$ cat config.mk
export PLATFORM = sky130hd
export DESIGN_NAME = lockstep_cmp
export DESIGN_NICKNAME = d
export VERILOG_FILES = /design/src/rtl/lsc_pkg.sv /design/src/rtl/lsc_align.sv /design/src/rtl/lsc_tpg.sv /design/src/rtl/lsc_xor_bank.sv /design/src/rtl/lockstep_cmp.sv
export SDC_FILE = /design/constraint.sdc
export NUM_CORES = 1
export LEC_CHECK = 0
export BUFFER_PORTS_ARGS = -buffer_cell sky130_fd_sc_hd__buf_2
export CAP_MARGIN = 20
export CORE_UTILIZATION = 55
export CTS_BUF_LIST = sky130_fd_sc_hd__clkbuf_4 sky130_fd_sc_hd__clkbuf_8
export DETAILED_ROUTE_END_ITERATION = 10
export GPL_ROUTABILITY_DRIVEN = 1
export PLACE_DENSITY = 0.81
export SYNTH_ARGS = -nofsm -noshare
export SYNTH_HDL_FRONTEND = slang
export SYNTH_HIERARCHICAL = 1
export SYNTH_SLANG_ARGS = --single-unit
export TNS_END_PERCENT = 1
$ cat constraint.sdc
create_clock -name clk_i -period 3.02 [get_ports clk_i]
set_clock_uncertainty 0.2 [all_clocks]
set_input_delay 0.302 -clock clk_i [delete_from_list [all_inputs] [get_ports clk_i]]
set_output_delay 0.302 -clock clk_i [all_outputs]
set_load 0.005 [all_outputs]
$ cat src/rtl/lsc_pkg.sv
package lsc_pkg;
  function automatic int unsigned idx_w(int unsigned n);
    return (n > 1) ? $clog2(n) : 1;
  endfunction

  typedef struct packed {
    logic mismatch;
    logic selftest;
    logic heartbeat;
  } lsc_flags_t;
endpackage

$ cat src/rtl/lsc_align.sv
module lsc_align #(
  parameter int unsigned WIDTH = 8,
  parameter int unsigned LAG   = 1
) (
  input  logic             clk_i,
  input  logic             rst_ni,
  input  logic [WIDTH-1:0] data_i,
  input  logic             valid_i,
  output logic [WIDTH-1:0] data_o,
  output logic             valid_o
);
  logic [LAG-1:0][WIDTH-1:0] d_q;
  logic [LAG-1:0]            v_q;

  always_ff @(posedge clk_i or negedge rst_ni) begin
    if (!rst_ni) begin
      d_q <= '0;
      v_q <= '0;
    end else begin
      d_q[0] <= data_i;
      v_q[0] <= valid_i;
      for (int s = 1; s < LAG; s++) begin
        d_q[s] <= d_q[s-1];
        v_q[s] <= v_q[s-1];
      end
    end
  end

  assign data_o  = d_q[LAG-1];
  assign valid_o = v_q[LAG-1];
endmodule

$ cat src/rtl/lsc_tpg.sv
module lsc_tpg #(
  parameter int unsigned WIDTH      = 8,
  parameter int unsigned INJ_PERIOD = 8
) (
  input  logic             clk_i,
  input  logic             rst_ni,
  input  logic             cmp_en_i,
  output logic             inj_o,
  output logic [WIDTH-1:0] mask_o
);
  import lsc_pkg::*;
  localparam int unsigned CW = idx_w(INJ_PERIOD);
  localparam int unsigned PW = idx_w(WIDTH);

  logic [CW-1:0] cnt_q;
  logic [PW-1:0] ptr_q;

  assign inj_o = cmp_en_i && (cnt_q == CW'(INJ_PERIOD - 1));

  always_ff @(posedge clk_i or negedge rst_ni) begin
    if (!rst_ni) begin
      cnt_q <= '0;
      ptr_q <= '0;
    end else if (cmp_en_i) begin
      cnt_q <= inj_o ? '0 : cnt_q + CW'(1);
      if (inj_o) ptr_q <= (ptr_q == PW'(WIDTH - 1)) ? '0 : ptr_q + PW'(1);
    end
  end

  for (genvar i = 0; i < WIDTH; i++) begin : g_mask
    assign mask_o[i] = inj_o && (ptr_q == PW'(i));
  end

  assert_onehot_mask_R5: assert property (@(posedge clk_i) disable iff (!rst_ni)
    $onehot0(mask_o));
  assert_ptr_range_R5: assert property (@(posedge clk_i) disable iff (!rst_ni)
    ptr_q <= PW'(WIDTH - 1));
  assert_mask_on_inj_R5: assert property (@(posedge clk_i) disable iff (!rst_ni)
    inj_o |-> $countones(mask_o) == 1);
endmodule

$ cat src/rtl/lsc_xor_bank.sv
module lsc_xor_bank #(
  parameter int unsigned WIDTH = 8
) (
  input  logic [WIDTH-1:0] a_i,
  input  logic [WIDTH-1:0] b_i,
  input  logic [WIDTH-1:0] flip_i,
  output logic [WIDTH-1:0] diff_o
);
  for (genvar i = 0; i < WIDTH; i++) begin : g_cell
    logic b_mod;
    assign b_mod     = b_i[i] ^ flip_i[i];
    assign diff_o[i] = a_i[i] ^ b_mod;
  end
endmodule

$ cat src/rtl/lockstep_cmp.sv
module lockstep_cmp #(
  parameter int unsigned WIDTH      = 8,
  parameter int unsigned LAG        = 1,
  parameter int unsigned INJ_PERIOD = 8
) (
  input  logic             clk_i,
  input  logic             rst_ni,
  input  logic [WIDTH-1:0] a_data_i,
  input  logic             a_valid_i,
  input  logic [WIDTH-1:0] b_data_i,
  input  logic             b_valid_i,
  input  logic             clear_i,
  output logic             fail_safe_o,
  output logic             mismatch_err_o,
  output logic             selftest_err_o,
  output logic             heartbeat_o
);
  import lsc_pkg::*;

  logic [WIDTH-1:0] a_al, mask, diff;
  logic             a_v_al, cmp_en, inj;
  logic             mism_hit, st_hit, st_pass;
  lsc_flags_t       flg_q;

  lsc_align #(.WIDTH(WIDTH), .LAG(LAG)) u_align (
    .clk_i, .rst_ni, .data_i(a_data_i), .valid_i(a_valid_i),
    .data_o(a_al), .valid_o(a_v_al)
  );

  assign cmp_en = a_v_al && b_valid_i;

  lsc_tpg #(.WIDTH(WIDTH), .INJ_PERIOD(INJ_PERIOD)) u_tpg (
    .clk_i, .rst_ni, .cmp_en_i(cmp_en), .inj_o(inj), .mask_o(mask)
  );

  lsc_xor_bank #(.WIDTH(WIDTH)) u_xor (
    .a_i(a_al), .b_i(b_data_i), .flip_i(mask), .diff_o(diff)
  );

  // injected bit is expected back exactly; anything else on that cycle is a self-test fault
  assign mism_hit = cmp_en && !inj && (diff != '0);
  assign st_hit   = cmp_en &&  inj && (diff != mask);
  assign st_pass  = cmp_en &&  inj && (diff == mask);

  always_ff @(posedge clk_i or negedge rst_ni) begin
    if (!rst_ni) begin
      flg_q <= '0;
    end else begin
      if (clear_i && !mism_hit && !st_hit) begin
        flg_q.mismatch <= 1'b0;
        flg_q.selftest <= 1'b0;
      end else begin
        if (mism_hit) flg_q.mismatch <= 1'b1;
        if (st_hit)   flg_q.selftest <= 1'b1;
      end
      if (st_pass) flg_q.heartbeat <= ~flg_q.heartbeat;
    end
  end

  assign mismatch_err_o = flg_q.mismatch;
  assign selftest_err_o = flg_q.selftest;
  assign heartbeat_o    = flg_q.heartbeat;
  assign fail_safe_o    = flg_q.mismatch | flg_q.selftest;

  assert_mism_off_inj_R4: assert property (@(posedge clk_i) disable iff (!rst_ni)
    $rose(mismatch_err_o) |-> $past(cmp_en && !inj));
  assert_st_on_inj_R6: assert property (@(posedge clk_i) disable iff (!rst_ni)
    $rose(selftest_err_o) |-> $past(inj));
  assert_no_cmp_no_rise_R3: assert property (@(posedge clk_i) disable iff (!rst_ni)
    !cmp_en |=> !$rose(mismatch_err_o) && !$rose(selftest_err_o));
  assert_latch_R7: assert property (@(posedge clk_i) disable iff (!rst_ni)
    (mismatch_err_o && !clear_i) |=> mismatch_err_o);
  assert_failsafe_held_R7: assert property (@(posedge clk_i) disable iff (!rst_ni)
    (fail_safe_o && !clear_i) |=> fail_safe_o);
  assert_hb_pass_R9: assert property (@(posedge clk_i) disable iff (!rst_ni)
    (heartbeat_o != $past(heartbeat_o)) |-> $past(inj));
endmodule

# Word level (Yosys, flattened, before mapping)
# Cells that the tools add are included.
[totals]
register_bits = 18
in_bits = 21
out_inout_bits = 4
wordCells = 67
[classes]
n_addsub = 2
n_eq_ne = 10
mux = 5
n_bitwise = 18
n_reduce_logical = 25
[ops]
columns = ["cell", "count"]
rows = [
  ["logical AND 1 bit", 17],
  ["XOR 1 bit", 16],
  ["== test 3 bit, second input constant", 5],
  ["== test 8 bit", 1],
  ["!= test 8 bit", 1],
  ["nonzero test 8 bit", 1],
  ["adder 3 x 1 -> 3 bit, second input constant", 2],
  ["== test 3 x 2 -> 1 bit, second input constant", 2],
  ["two-way mux 3 bit", 2],
  ["nonzero test 2 bit", 2],
  ["== test 3 x 1 -> 1 bit, second input constant", 1],
  ["logical NOT 1 bit", 3],
  ["logical NOT 3 bit", 1],
  ["two-way mux 1 bit", 2],
  ["two-way mux 2 bit", 1],
  ["AND reduction 2 bit", 1],
  ["NOT 1 bit", 1],
  ["OR 1 bit", 1],
]

# Longest topological paths before layout
# Gate-level depths: netlist (run 1).
[depth]
word_depth = 11
mapped_depth = 10
depth_no_buf = 9

# Hierarchy
# Netlist (run 1), hierarchy kept.
[modules_own_cells]
columns = ["mod", "n_inst", "cells_per_inst", "area_each_um2", "seq_area_each_um2"]
rows = [
  ["lsc_tpg", 1, 45, 432.9, 150.1],
  ["lockstep_cmp", 1, 29, 247.7, 75.1],
  ["lsc_align", 1, 9, 225.2, 225.2],
  ["lsc_xor_bank", 1, 8, 190.2, 0.0],
]

# Least setup slack after synthesis (run 1)
# Ideal clock, no wire load.
[synth_timing]
path_kind = "register to register"
startpoint = "register u_tpg.cnt_q[0]"
endpoint = "register flg_q (netlist bit selftest_err_o)"
setup_ns = 0.129
arrival_ns = 2.006
t_required_ns = 2.691
slack_ns = 0.685
stages_incl_launch_ff = 11
path_buffers = 1
synth_period_minus_slack_ns = 2.335
cell_sequence = "dfrtp_1 > ha_1 > ha_1 > buf_6 > nand3_1 > nor2_1 > xor3_1 > nor4_1 > a211oi_1 > o21ai_0 > o21ai_0"
[synth_between]
elab_chain_cells = 11
elab_cells_between_ends = 39
cone_classes = "eq/ne: 2; mux: 1; bitwise: 16; reduce/logical: 20"
[synth_rtl]
columns = ["element", "line_no", "rtl"]
rows = [
  ["start: declaration", "lsc_tpg.sv:15", "logic [CW-1:0] cnt_q;"],
  ["start signal: assignment", "lsc_tpg.sv:25", "cnt_q <= inj_o ? '0 : cnt_q + CW'(1);"],
  ["== test 3 bit (*)", "lsc_tpg.sv:18", "assign inj_o = cmp_en_i && (cnt_q == CW'(INJ_PERIOD - 1));"],
  ["logical AND 1 bit (*)", "lsc_tpg.sv:18", ""],
  ["logical AND 1 bit (*)", "lsc_tpg.sv:31", "assign mask_o[i] = inj_o && (ptr_q == PW'(i));"],
  ["net mask[0]", "lockstep_cmp.sv:20", "logic [WIDTH-1:0] a_al, mask, diff;"],
  ["XOR 1 bit (*)", "lsc_xor_bank.sv:11", "assign b_mod = b_i[i] ^ flip_i[i];"],
  ["XOR 1 bit (*)", "lsc_xor_bank.sv:12", "assign diff_o[i] = a_i[i] ^ b_mod;"],
  ["net diff[0]", "lockstep_cmp.sv:20", ""],
  ["nonzero test 8 bit", "lockstep_cmp.sv:41", "assign mism_hit = cmp_en && !inj && (diff != '0);"],
  ["logical AND 1 bit", "lockstep_cmp.sv:41", ""],
  ["logical NOT 1 bit", "lockstep_cmp.sv:49", "if (clear_i && !mism_hit && !st_hit) begin"],
  ["logical AND 1 bit (2 in a row)", "lockstep_cmp.sv:49", ""],
  ["two-way mux 2 bit or nonzero test 2 bit (tied branches)", "-", ""],
  ["end: declaration", "lockstep_cmp.sv:23", "lsc_flags_t flg_q;"],
]
# Mark *: on every way through the listed nets, which the timed path passes. The rest lies on a longest branch.
# A chain may end at the register's enable or synchronous reset.

# Worst setup path in the final report (run 1)
# Same ends and word-level chain as after synthesis.

==> results of run 1 <==
[metrics by stage]
step	area (um2)	total power, uW
3_5_place_dp	1230	531
3_3_place_gp	1230	524
5_1_grt	1360	715
2_1_floorplan	1100	478
4_1_cts	1350	661
6_report	1360	669
[per-layer routing]
metal | GRT usage [%] | vias up | share of wire, %
li1 | - | 380 | -
met1 | 32.1 | 370 | 39
met2 | 44.2 | 44 | 53
met3 | 4.31 | 6 | 6.3
met4 | 11.4 | 0 | 2.0
met5 | 0 | - | 0
[registers in the layout, summed over array words and instances (netlist names)]
signal	cells
selftest_err_o	1
mismatch_err_o	1
u_align/data_o	8
u_tpg/cnt_q	3
heartbeat_o	1
u_tpg/ptr_q	3
u_align/valid_o	1
[cells by family after synthesis]
kind of cell    share of synthesized area, %
simple gates                            14.0
flops                                   41.1
xor+xnor                                24.5
compound gates                          4.34
buf+inv                                 3.54
fa+ha+maj                               9.13
mux                                     3.31
[critical path: cells and delay by family, from the launching register on]
kind,cells,cell delay (ns)
AO/OA/AOI/OAI,3,0.39
AND/OR/NAND/NOR,3,0.69
adder cells (fa/ha/maj),2,0.42
flip-flops,1,0.38
XOR/XNOR,1,0.49
[cell usage in the layout, fill, tap and decap left out, drive strengths merged, types with 3 or more instances in the layout]
cell	netlist	final
dfrtp	18	18
xor3	8	8
a21oi	3	3
nor2	8	8
nand2	4	4
xnor2	8	8
buf	2	24
ha	8	8
clkbuf	0	3
o21ai	5	5
nand3	3	3
inv	6	6
dlygate4sd3	0	10
[layout make-up]
| type | count | area share, % |
|---|---|---|
| multi-input cells | 65 | 44.9 |
| flip-flops and latches | 18 | 33.2 |
| repair buffers | 34 | 16.2 |
| well taps | 25 | 2.31 |
| clock buffers | 3 | 1.66 |
| inverters | 6 | 1.66 |
[power by group through the flow]
stage | combinational [uW] | clock [uW] | sequential, uW
detailed placement | 201 | 0 | 330
global route | 259 | 124 | 332
global placement | 198 | 0 | 326
floorplan | 158 | 0 | 320
CTS | 216 | 120 | 325
finish | 227 | 116 | 325
[final timing paths]
| check | startpoint | endpoint | slack [ns] | depth (start not counted) |
|---|---|---|---|---|
| max in group asynchronous | rst_ni | u_tpg/ptr_q[1] | 2.05 | 2 |
| worst max-delay path | u_tpg/cnt_q[0] | selftest_err_o | 0.34 | 9 |
| min in group asynchronous | rst_ni | u_align/data_o[3] | 0.29 | 2 |
| worst max register to register | u_tpg/cnt_q[0] | selftest_err_o | 0.34 | 9 |
| worst min register to register | heartbeat_o | heartbeat_o | 0.28 | 1 |
| worst min-delay path | b_valid_i | selftest_err_o | 0.12 | 3 |
[cells in the mapped netlist (all sizes together)]
library cell / n
nand4b: 1
buf: 2
dfrtp: 18
nor2: 8
ha: 8
xor3: 8
nand2: 4
nand3b: 1
xor2: 1
mux2i: 1
a211oi: 1
nand4: 2
nor4: 2
o21ai: 5
mux2: 2
a21oi: 3
nand3: 3
inv: 6
xnor2: 8
or2: 1
nand2b: 2
and3: 2
and2: 1
nor3: 1
[timing repair]
| item | CTS | global route |
|---|---|---|
| hold buffers | 10 | 0 |
| setup endpoints to repair | 0 | 1 |
| resized for setup | 0 | 1 |
| hold endpoints to repair | 27 | 0 |
==> results.py, run 1 <==
metrics = {
    "run_status": {
        "run_status": "completed",
    },
    "layout": {
        "nFillCells": 120,
        "fin_util_pct": 75.3,
        "drive_gt1_share_pct": 27.8,
        "multi_input_area_um2": 609,
        "area_growth_pct": 23.7,
        "num_antenna_cells": 0,
        "final_cells": 151,
        "register_area_um2": 450,
        "fin_nets": 157,
    },
    "sta": {
        "fmax_ghz": 0.373,
        "fin_ws_ns": 0.337,
        "maxSlewHeadroom_pct": 72.9,
        "hold_violations": 0,
        "whs_ns": 0.120,
        "period_share_pct": 88.8,
        "tns_ns": 0,
        "min_period_ns": 2.68,
        "tightest_slew_ns": 0.406,
        "slew_violations": 0,
        "rsz0062_at_grt": "false",
        "setup_viol": 0,
    },
    "drt": {
        "via_per_inst": 5.30,
        "firstDrtPassIters": 4,
        "drt-total-wl_mm": 2.39,
        "vias": 800,
        "wl_per_cell_um": 15.8,
        "drtAntennaViolNets": 0,
        "drt_iter0_markers": 44,
        "drc": 0,
    },
    "placement": {
        "place_inst": 138,
        "place_ws_ns": 0.344,
        "port_buffers": 24,
        "dp_hpwl_mm": 1.42,
        "gp_congestion": 0.841,
    },
    "critical_path": {
        "critPathKind": "flip-flop to flip-flop",
        "crit_path_end_kind": "flip-flop",
        "cp_data_required_time_ns": 2.99,
        "crit_path_top_delay_cell": "xor3_1",
        "crit_chain": "ha_1, ha_2, nand3_1, nor2_1, xor3_1, nor4_1, a211oi_1, o21ai_0, o21ai_0",
        "startpoint_type": "flip-flop",
        "crit_fanout": 10,
        "cp_common_cell": "o21ai_0",
        "crit_path_max_incr_delay_ns": 0.49,
        "crit_arrival_ns": 2.65,
    },
    "hold_path": {
        "min_path_type": "primary input to flip-flop",
    },
    "yosys": {
        "ys_seq_area_share_pct": 41.1,
        "synth.cell_area_um2": 1100,
        "synth_area_leaders": "dfrtp_1 (41%), xor3_1 (17%), ha_1 (9.1%)",
        "ys_seq_elements": 18,
        "yosysTopAreaCell": "dfrtp_1",
        "syn_area_per_cell_um2": 12.0,
        "yosysTopAreaCellShare_pct": 41.1,
        "synth.distinct_cells": 26,
        "netlist_instances": 91,
        "ys_warn_count": 6,
        "syn_nets": 120,
    },
    "power_and_ir_drop": {
        "cellPowerDensity_nw_per_um2": 493,
        "clkPwrFrac_pct": 17.4,
        "ir_drop_uv": 473,
        "p_switching_uw": 218,
        "p_leak_uw": 0.000685,
        "p_comb_share_pct": 34.0,
        "sw_frac_of_total_pct": 32.6,
        "seq_power_share_pct": 48.6,
        "p_int_uw": 451,
    },
    "floorplan": {
        "core-area_um2": 1800,
        "ios": 25,
        "row_count": 15,
        "die_area_um2": 2180,
        "floorplan.initialDensity_pct": 60.8,
        "die_h_um": 46.6,
        "die_w_um": 46.6,
    },
    "clock_tree": {
        "cts_setup_buffers": 0,
        "clk_root_buffer_cell": "clkbuf_4",
        "clock-sinks": 18,
        "clk_latency_ns": 0.28,
        "clk_pin_slew_worst_paths_ns": 0.10,
        "cts_tree": "yes",
        "max-clock-path-buffers": 2,
        "cts_made_buffers": 3,
        "htree_num_levels": 1,
    },
    "grt": {
        "grt_pass1_vias": 787,
        "grt_overflow": 0,
        "grt_max_degree": 19,
        "grtUsageTotal_pct": 26.0,
        "grt_pass1_wl_mm": 3.66,
        "grt_antenna_before_repair": 0,
    },
    "job": {
        "cap_violations": 0,
    },
}
No activity file was read; power rests on OpenSTA's default activity.
==> run 2: changes to the inputs <==
--- a/config.mk
+++ b/config.mk
@@ -7,13 +7,12 @@
 export LEC_CHECK = 0
 export BUFFER_PORTS_ARGS = -buffer_cell sky130_fd_sc_hd__buf_2
 export CAP_MARGIN = 20
-export CORE_UTILIZATION = 55
+export CORE_UTILIZATION = 49
 export CTS_BUF_LIST = sky130_fd_sc_hd__clkbuf_4 sky130_fd_sc_hd__clkbuf_8
 export DETAILED_ROUTE_END_ITERATION = 10
 export GPL_ROUTABILITY_DRIVEN = 1
-export PLACE_DENSITY = 0.81
+export PLACE_DENSITY = 0.77
 export SYNTH_ARGS = -nofsm -noshare
 export SYNTH_HDL_FRONTEND = slang
-export SYNTH_HIERARCHICAL = 1
 export SYNTH_SLANG_ARGS = --single-unit
 export TNS_END_PERCENT = 1
==> constraint.sdc (replaced) <==
create_clock -name clk_i -period 2.4 [get_ports clk_i]
set_clock_uncertainty 0.2 [all_clocks]
set_input_delay 0.24 -clock clk_i [delete_from_list [all_inputs] [get_ports clk_i]]
set_output_delay 0.24 -clock clk_i [all_outputs]
set_load 0.005 [all_outputs]
==> run 2 against run 1 <==
Sequential cell count is the same. Power increased by 31%. Maximum frequency up 21%. Clock-buffer cell count rose by 1. Register-to-register slack got worse by 0.15 ns. Sequential share of layout area is 1.3 points higher. Wire length shrank 20%. Non-clock buffer count grew 1. Die area grew 5.3%. Cell count grew 5.3%. Critical path type unchanged. Largest power group unchanged.
==> results.py, run 2 <==
metrics = {
    "critical_path": {
        "worstSetupEndpoint": "mismatch_err_o",
        "r2r_setup_slack_ns": 0.19,
        "critPathLaunch": "u_tpg.cnt_q[0]",
        "startpoint_type": "flip-flop",
        "cp_data_required_time_ns": 2.38,
        "critPathKind": "flip-flop to flip-flop",
        "r2r_cells": 7,
        "crit_path_end_kind": "flip-flop",
        "crit_arrival_ns": 2.20,
        "crit_fanout": 9,
        "reg2reg_from": "u_tpg.cnt_q[0]",
        "r2r-end": "mismatch_err_o",
    },
    "yosys": {
        "synth_commonest_cells": "dfrtp_1 (18), ha_1 (8), xor2_1 (8)",
        "synth.cell_area_um2": 1030,
        "async_flop_share_pct": 100,
        "netlist_instances": 95,
        "ys_seq_elements": 18,
        "yosysTopAreaCellShare_pct": 43.7,
        "syn_area_per_cell_um2": 10.9,
        "ys_warn_count": 0,
        "yosysMostFrequentCell": "dfrtp_1",
        "synth_area_leaders": "dfrtp_1 (44%), ha_1 (9.7%), xor2_1 (6.8%)",
        "ys_seq_area_share_pct": 43.7,
        "synth_ff_type": "dfrtp_1",
        "synth_edf_count": 0,
        "yosysTopAreaCell": "dfrtp_1",
        "synth.distinct_cells": 31,
        "syn_nets": 124,
    },
    "sta": {
        "period_share_pct": 92.1,
        "rsz0062_at_grt": "false",
        "fmax_ghz": 0.452,
        "maxSlewHeadroom_pct": 74.6,
        "slew_violations": 0,
        "setup_viol": 0,
        "hold_violations": 0,
        "tightest_slew_ns": 0.380,
        "min_period_ns": 2.21,
        "tns_ns": 0,
    },
    "drt": {
        "firstDrtPassIters": 4,
        "via_per_inst": 5.29,
        "vias": 841,
        "drtAntennaViolNets": 0,
        "drc": 0,
        "drt-total-wl_mm": 1.91,
        "drt_iter0_markers": 17,
        "wl_per_cell_um": 12.0,
    },
    "layout": {
        "area_growth_pct": 26.7,
        "num_antenna_cells": 0,
        "mostFrequentLayoutCells": "buf_2 (24), dfrtp_1 (18), dlygate4sd3_1 (10)",
        "largest_register_ffs": 8,
        "final_common_cell": "buf_2",
        "drive_gt1_share_pct": 27.3,
        "final_cells": 159,
        "fin_nets": 162,
    },
    "power_and_ir_drop": {
        "p_leak_uw": 0.000620,
        "cellPowerDensity_nw_per_um2": 670,
        "ir_drop_uv": 500,
    },
    "hold_path": {
        "min_path_type": "primary input to flip-flop",
        "min_from": "clear_i",
    },
    "clock_tree": {
        "max-clock-path-buffers": 2,
        "cts_tree": "yes",
        "htree_num_levels": 1,
        "clock-sinks": 18,
        "clk_latency_ns": 0.30,
        "clk_pin_slew_worst_paths_ns": 0.10,
        "cts_made_buffers": 3,
        "clk_root_buffer_cell": "clkbuf_4",
        "post_cts_resized": 0,
    },
    "floorplan": {
        "row_count": 16,
        "floorplan.initialDensity_pct": 52.6,
        "die_h_um": 47.9,
        "die_w_um": 47.9,
        "ios": 25,
        "core-area_um2": 1960,
        "die_area_um2": 2290,
    },
    "grt": {
        "grt_max_degree": 19,
        "grt_pass1_vias": 771,
        "grtUsageTotal_pct": 19.5,
        "grt_pass1_wl_mm": 2.91,
        "grt_antenna_before_repair": 0,
        "grt_overflow": 0,
    },
    "job": {
        "cap_violations": 0,
    },
    "placement": {
        "port_buffers": 24,
        "place_inst": 145,
        "gp_congestion": 0.773,
        "dp_hpwl_mm": 1.47,
    },
    "run_status": {
        "run_status": "completed",
    },
}
-- run 2: cell count changes in the layout (fill, tap and decap cells not counted), moves of 2 or more --
cell	before	now
xor3_1	8	0
inv_1	6	4
nor2_1	8	6
a21oi_1	3	1
xnor2_1	8	6
xor2_1	1	8
nor4_1	2	0
and3_2	2	0
nor2b_1	0	2
nor4b_1	0	2
nand4_1	2	5
-- run 2: layout make-up --
| cell class | count | area, um2 |
|---|---|---|
| Timing Repair Buffer | 35 | 228 |
| Fill cell | 172 | 656 |
| Clock buffer | 4 | 36.3 |
| Inverter | 4 | 15.0 |
| Multi-Input combinational cell | 71 | 543 |
| Tap cell | 27 | 33.8 |
| Sequential cell | 18 | 450 |
-- run 2: per-layer routing --
metal | part of all wire [%] | up-vias | global-route usage [%] | wire length (um)
li1 | - | 413 | - | -
met1 | 43 | 392 | 21.5 | 828
met2 | 48 | 29 | 31.9 | 910
met3 | 4.8 | 7 | 4.53 | 91
met4 | 4.0 | 0 | 15.6 | 76
met5 | 0 | - | 0 | 0
-- run 2: worst max-delay path, cell delays in order, from the launching register on --
cell and delay [ns]:
dfrtp_1 0.40, ha_1 0.20, ha_1 0.29, and3_4 0.22
a31o_1 0.23, a221oi_2 0.24, and4_4 0.26, o31ai_2 0.05
-- run 2: through the flow --
stage	worst slack [ns]	hold slack, ns	power [uW]	instance area (um2)	util [%]
CTS	0.203	0.0350	884	1310	66.6
floorplan	0.226	-0.256	602	1030	-
detailed placement	0.220	-0.0150	684	1170	59.6
finish	0.190	0.0410	875	1310	66.6
global placement	0.262	-0.0133	675	1170	59.6
global route	0.0844	0.0622	943	1310	66.6
-- run 2: report_power, final --
part	leakage (uW)	switching [uW]	internal, uW	total, uW
registers	0.000216	50.2	357	407
logic	0.000382	146	135	281
clock network	0.0000210	93.8	92.7	186
total	0.000620	290	584	875
-- run 2: worst min path at each step --
stage / endpoint / cells after the start
global route: selftest_err_o / 4
finish: selftest_err_o / 4
CTS: selftest_err_o / 4
floorplan: heartbeat_o / 0
global placement: u_align.data_o[1] / 1
detailed placement: u_align.data_o[1] / 1
-- run 2: logic make-up after synthesis --
family                   synth area share (%)
adder cells (fa/ha/maj)                  9.71
AO/OA/AOI/OAI                            11.8
flip-flops                               43.7
buffers and inverters                    3.64
XOR/XNOR                                 11.9
multiplexers                             1.09
AND/OR/NAND/NOR                          18.2
-- run 2: what timing repair did --
action                                 4_1_cts  5_1_grt
hold buffers                                10        0
setup buffers                                0        0
endpoints found under the hold margin       27        0
==> run 3: changes to the inputs <==
--- a/config.mk
+++ b/config.mk
@@ -7,11 +7,11 @@
 export LEC_CHECK = 0
 export BUFFER_PORTS_ARGS = -buffer_cell sky130_fd_sc_hd__buf_2
 export CAP_MARGIN = 20
-export CORE_UTILIZATION = 49
+export CORE_UTILIZATION = 54
 export CTS_BUF_LIST = sky130_fd_sc_hd__clkbuf_4 sky130_fd_sc_hd__clkbuf_8
 export DETAILED_ROUTE_END_ITERATION = 10
 export GPL_ROUTABILITY_DRIVEN = 1
-export PLACE_DENSITY = 0.77
+export PLACE_DENSITY = 0.8
 export SYNTH_ARGS = -nofsm -noshare
 export SYNTH_HDL_FRONTEND = slang
 export SYNTH_SLANG_ARGS = --single-unit
==> constraint.sdc (replaced) <==
create_clock -name clk_i -period 2.1 [get_ports clk_i]
set_clock_uncertainty 0.2 [all_clocks]
set_input_delay 0.21 -clock clk_i [delete_from_list [all_inputs] [get_ports clk_i]]
set_output_delay 0.21 -clock clk_i [all_outputs]
set_load 0.005 [all_outputs]
==> run 3 against run 2 <==
Clock-buffer cell count stayed put. Register-to-register slack worse by 0.15 ns. Setup slack worse by 0.15 ns. Utilization grew 11 points. Sequential cell count stayed put.
==> results.py, run 3 (synthesis gave the netlist of run 2 again) <==
metrics = {
    "layout": {
        "final_common_cell": "buf_2",
        "fin_nets": 167,
        "drive_gt1_share_pct": 30.7,
        "area_growth_pct": 32.8,
        "mostFrequentLayoutCells": "buf_2 (24), dfrtp_1 (18), dlygate4sd3_1 (11)",
        "largest_register_ffs": 8,
        "num_antenna_cells": 0,
        "design_area_um2": 1370,
    },
    "clock_tree": {
        "cts_tree": "yes",
        "max-clock-path-buffers": 2,
        "clk_root_buffer_cell": "clkbuf_4",
        "clk_latency_ns": 0.30,
        "clk_pin_slew_worst_paths_ns": 0.10,
        "htree_num_levels": 1,
        "clock-sinks": 18,
        "cts_made_buffers": 3,
    },
    "drt": {
        "drt-total-wl_mm": 2.11,
        "drt_iter0_markers": 11,
        "firstDrtPassIters": 4,
        "via_per_inst": 5.34,
        "drtAntennaViolNets": 0,
        "wl_per_cell_um": 13.0,
        "vias": 865,
        "drc": 0,
    },
    "power_and_ir_drop": {
        "p_int_uw": 712,
        "ir_drop_uv": 666,
        "p_switching_uw": 377,
        "p_leak_uw": 0.000643,
        "p_comb_share_pct": 35.8,
        "sw_frac_of_total_pct": 34.6,
        "finalPower_uw": 1090,
        "cellPowerDensity_nw_per_um2": 796,
        "seq_power_share_pct": 44.3,
        "clkPwrFrac_pct": 19.9,
    },
    "critical_path": {
        "path_buf_inv": 0,
        "crit_path_end_kind": "flip-flop",
        "r2r_setup_slack_ns": 0.04,
        "crit_fanout": 6,
        "crit_path_max_incr_delay_ns": 0.43,
        "cp_data_required_time_ns": 2.09,
        "crit_chain": "ha_4, ha_4, and3_4, a31o_1, a221oi_2, and4_4, o31ai_2",
        "startpoint_type": "flip-flop",
        "crit_arrival_ns": 2.05,
        "critical-path-top-delay-family": "compound AO/OA/AOI/OAI gates",
        "cp_common_cell": "ha_4",
        "critPathKind": "flip-flop to flip-flop",
        "crit_path_top_delay_cell": "dfrtp_1",
    },
    "sta": {
        "maxSlewHeadroom_pct": 73.3,
        "slew_violations": 0,
        "fmax_ghz": 0.484,
        "tightest_slew_ns": 0.401,
        "hold_violations": 0,
        "setup_viol": 0,
        "rsz0062_at_grt": "false",
        "period_share_pct": 98.3,
        "min_period_ns": 2.06,
    },
    "job": {
        "cap_violations": 0,
    },
    "hold_path": {
        "min_path_type": "primary input to flip-flop",
    },
    "placement": {
        "gp_congestion": 0.789,
        "post_dp_cell_area_um2": 1180,
        "port_buffers": 24,
        "dp_hpwl_mm": 1.48,
    },
    "floorplan": {
        "floorplan.initialDensity_pct": 58.4,
        "die_area_um2": 2090,
        "die_h_um": 45.7,
        "ios": 25,
        "die_w_um": 45.7,
        "row_count": 15,
        "core-area_um2": 1760,
    },
    "run_status": {
        "run_status": "completed",
    },
    "grt": {
        "grt_max_degree": 19,
        "grt_pass1_vias": 804,
        "grt_pass1_wl_mm": 3.14,
        "grtUsageTotal_pct": 22.0,
        "grt_overflow": 0,
        "grt_antenna_before_repair": 0,
    },
}
==> run 3: cell count changes in the layout (fill, tap and decap cells not counted) <==
cell,before,now
ha_1,8,6
ha_4,0,2
buf_4,1,5
dlygate4sd3_1,10,11
==> run 3: tightest hold or removal path: cells and delay by family <==
family | cells | cell delay [ns]
and+or+nand+nor | 1 | 0.18
AOI/OAI and AO/OA | 1 | 0.09
buffers and inverters | 1 | 0.13
==> run 3: layout make-up <==
cell class / instances / area [um2]
fill: 133 / 395
clock buffer: 4 / 36.3
tap: 25 / 31.3
multi-input combinational: 71 / 568
timing repair buffer: 40 / 268
sequential: 18 / 450
inverter: 4 / 15.0
==> run 3: path summary, 6_finish.rpt <==
check	from	end	cells after the start
min in group asynchronous	rst_ni	u_align.data_o[3]	2
worst min-delay path	b_valid_i	mismatch_err_o	3
worst max-delay path	u_tpg.cnt_q[1]	mismatch_err_o	7
max in group asynchronous	rst_ni	u_tpg.cnt_q[1]	2
worst max register to register	u_tpg.cnt_q[1]	mismatch_err_o	7
worst min register to register	heartbeat_o	heartbeat_o	1
==> run 3: stage by stage <==
step	util (%)	setup WS [ns]	instances	TNS, ns	hold WS, ns
after floorplan	-	-0.0467	95	-0.0876	-0.286
after detailed placement	66.9	0.0425	144	0	-0.0385
final	77.6	0.0352	162	0	0.131
after global placement	66.9	0.0895	144	0	-0.0458
after CTS	75.2	0.0240	159	0	0.122
after global routing	77.6	0.00884	162	0	0.163
==> run 3: per-layer routing <==
metal	vias to the layer above	GRT usage (%)	share of wire [%]
met2	32	38.6	50
met4	0	12.4	2.3
met5	-	0	0
li1	422	-	-
met3	5	2.38	4.3
met1	406	26.0	44
==> run 3: power groups by stage <==
stage          Combinational, uW  Clock (uW)  Sequential (uW)
6_report                     390         217              482
5_1_grt                      444         229              488
4_1_cts                      352         221              471
3_5_place_dp                 331           0              478
3_3_place_gp                 310           0              471
2_1_floorplan                229           0              461
==> run 3: what timing repair did <==
| action | CTS | global route |
|---|---|---|
| hold buffers | 11 | 0 |
| gates resized for setup | 0 | 2 |
| setup buffers | 0 | 3 |
| endpoints found under the setup margin | 0 | 2 |
| endpoints found under the hold margin | 28 | 0 |
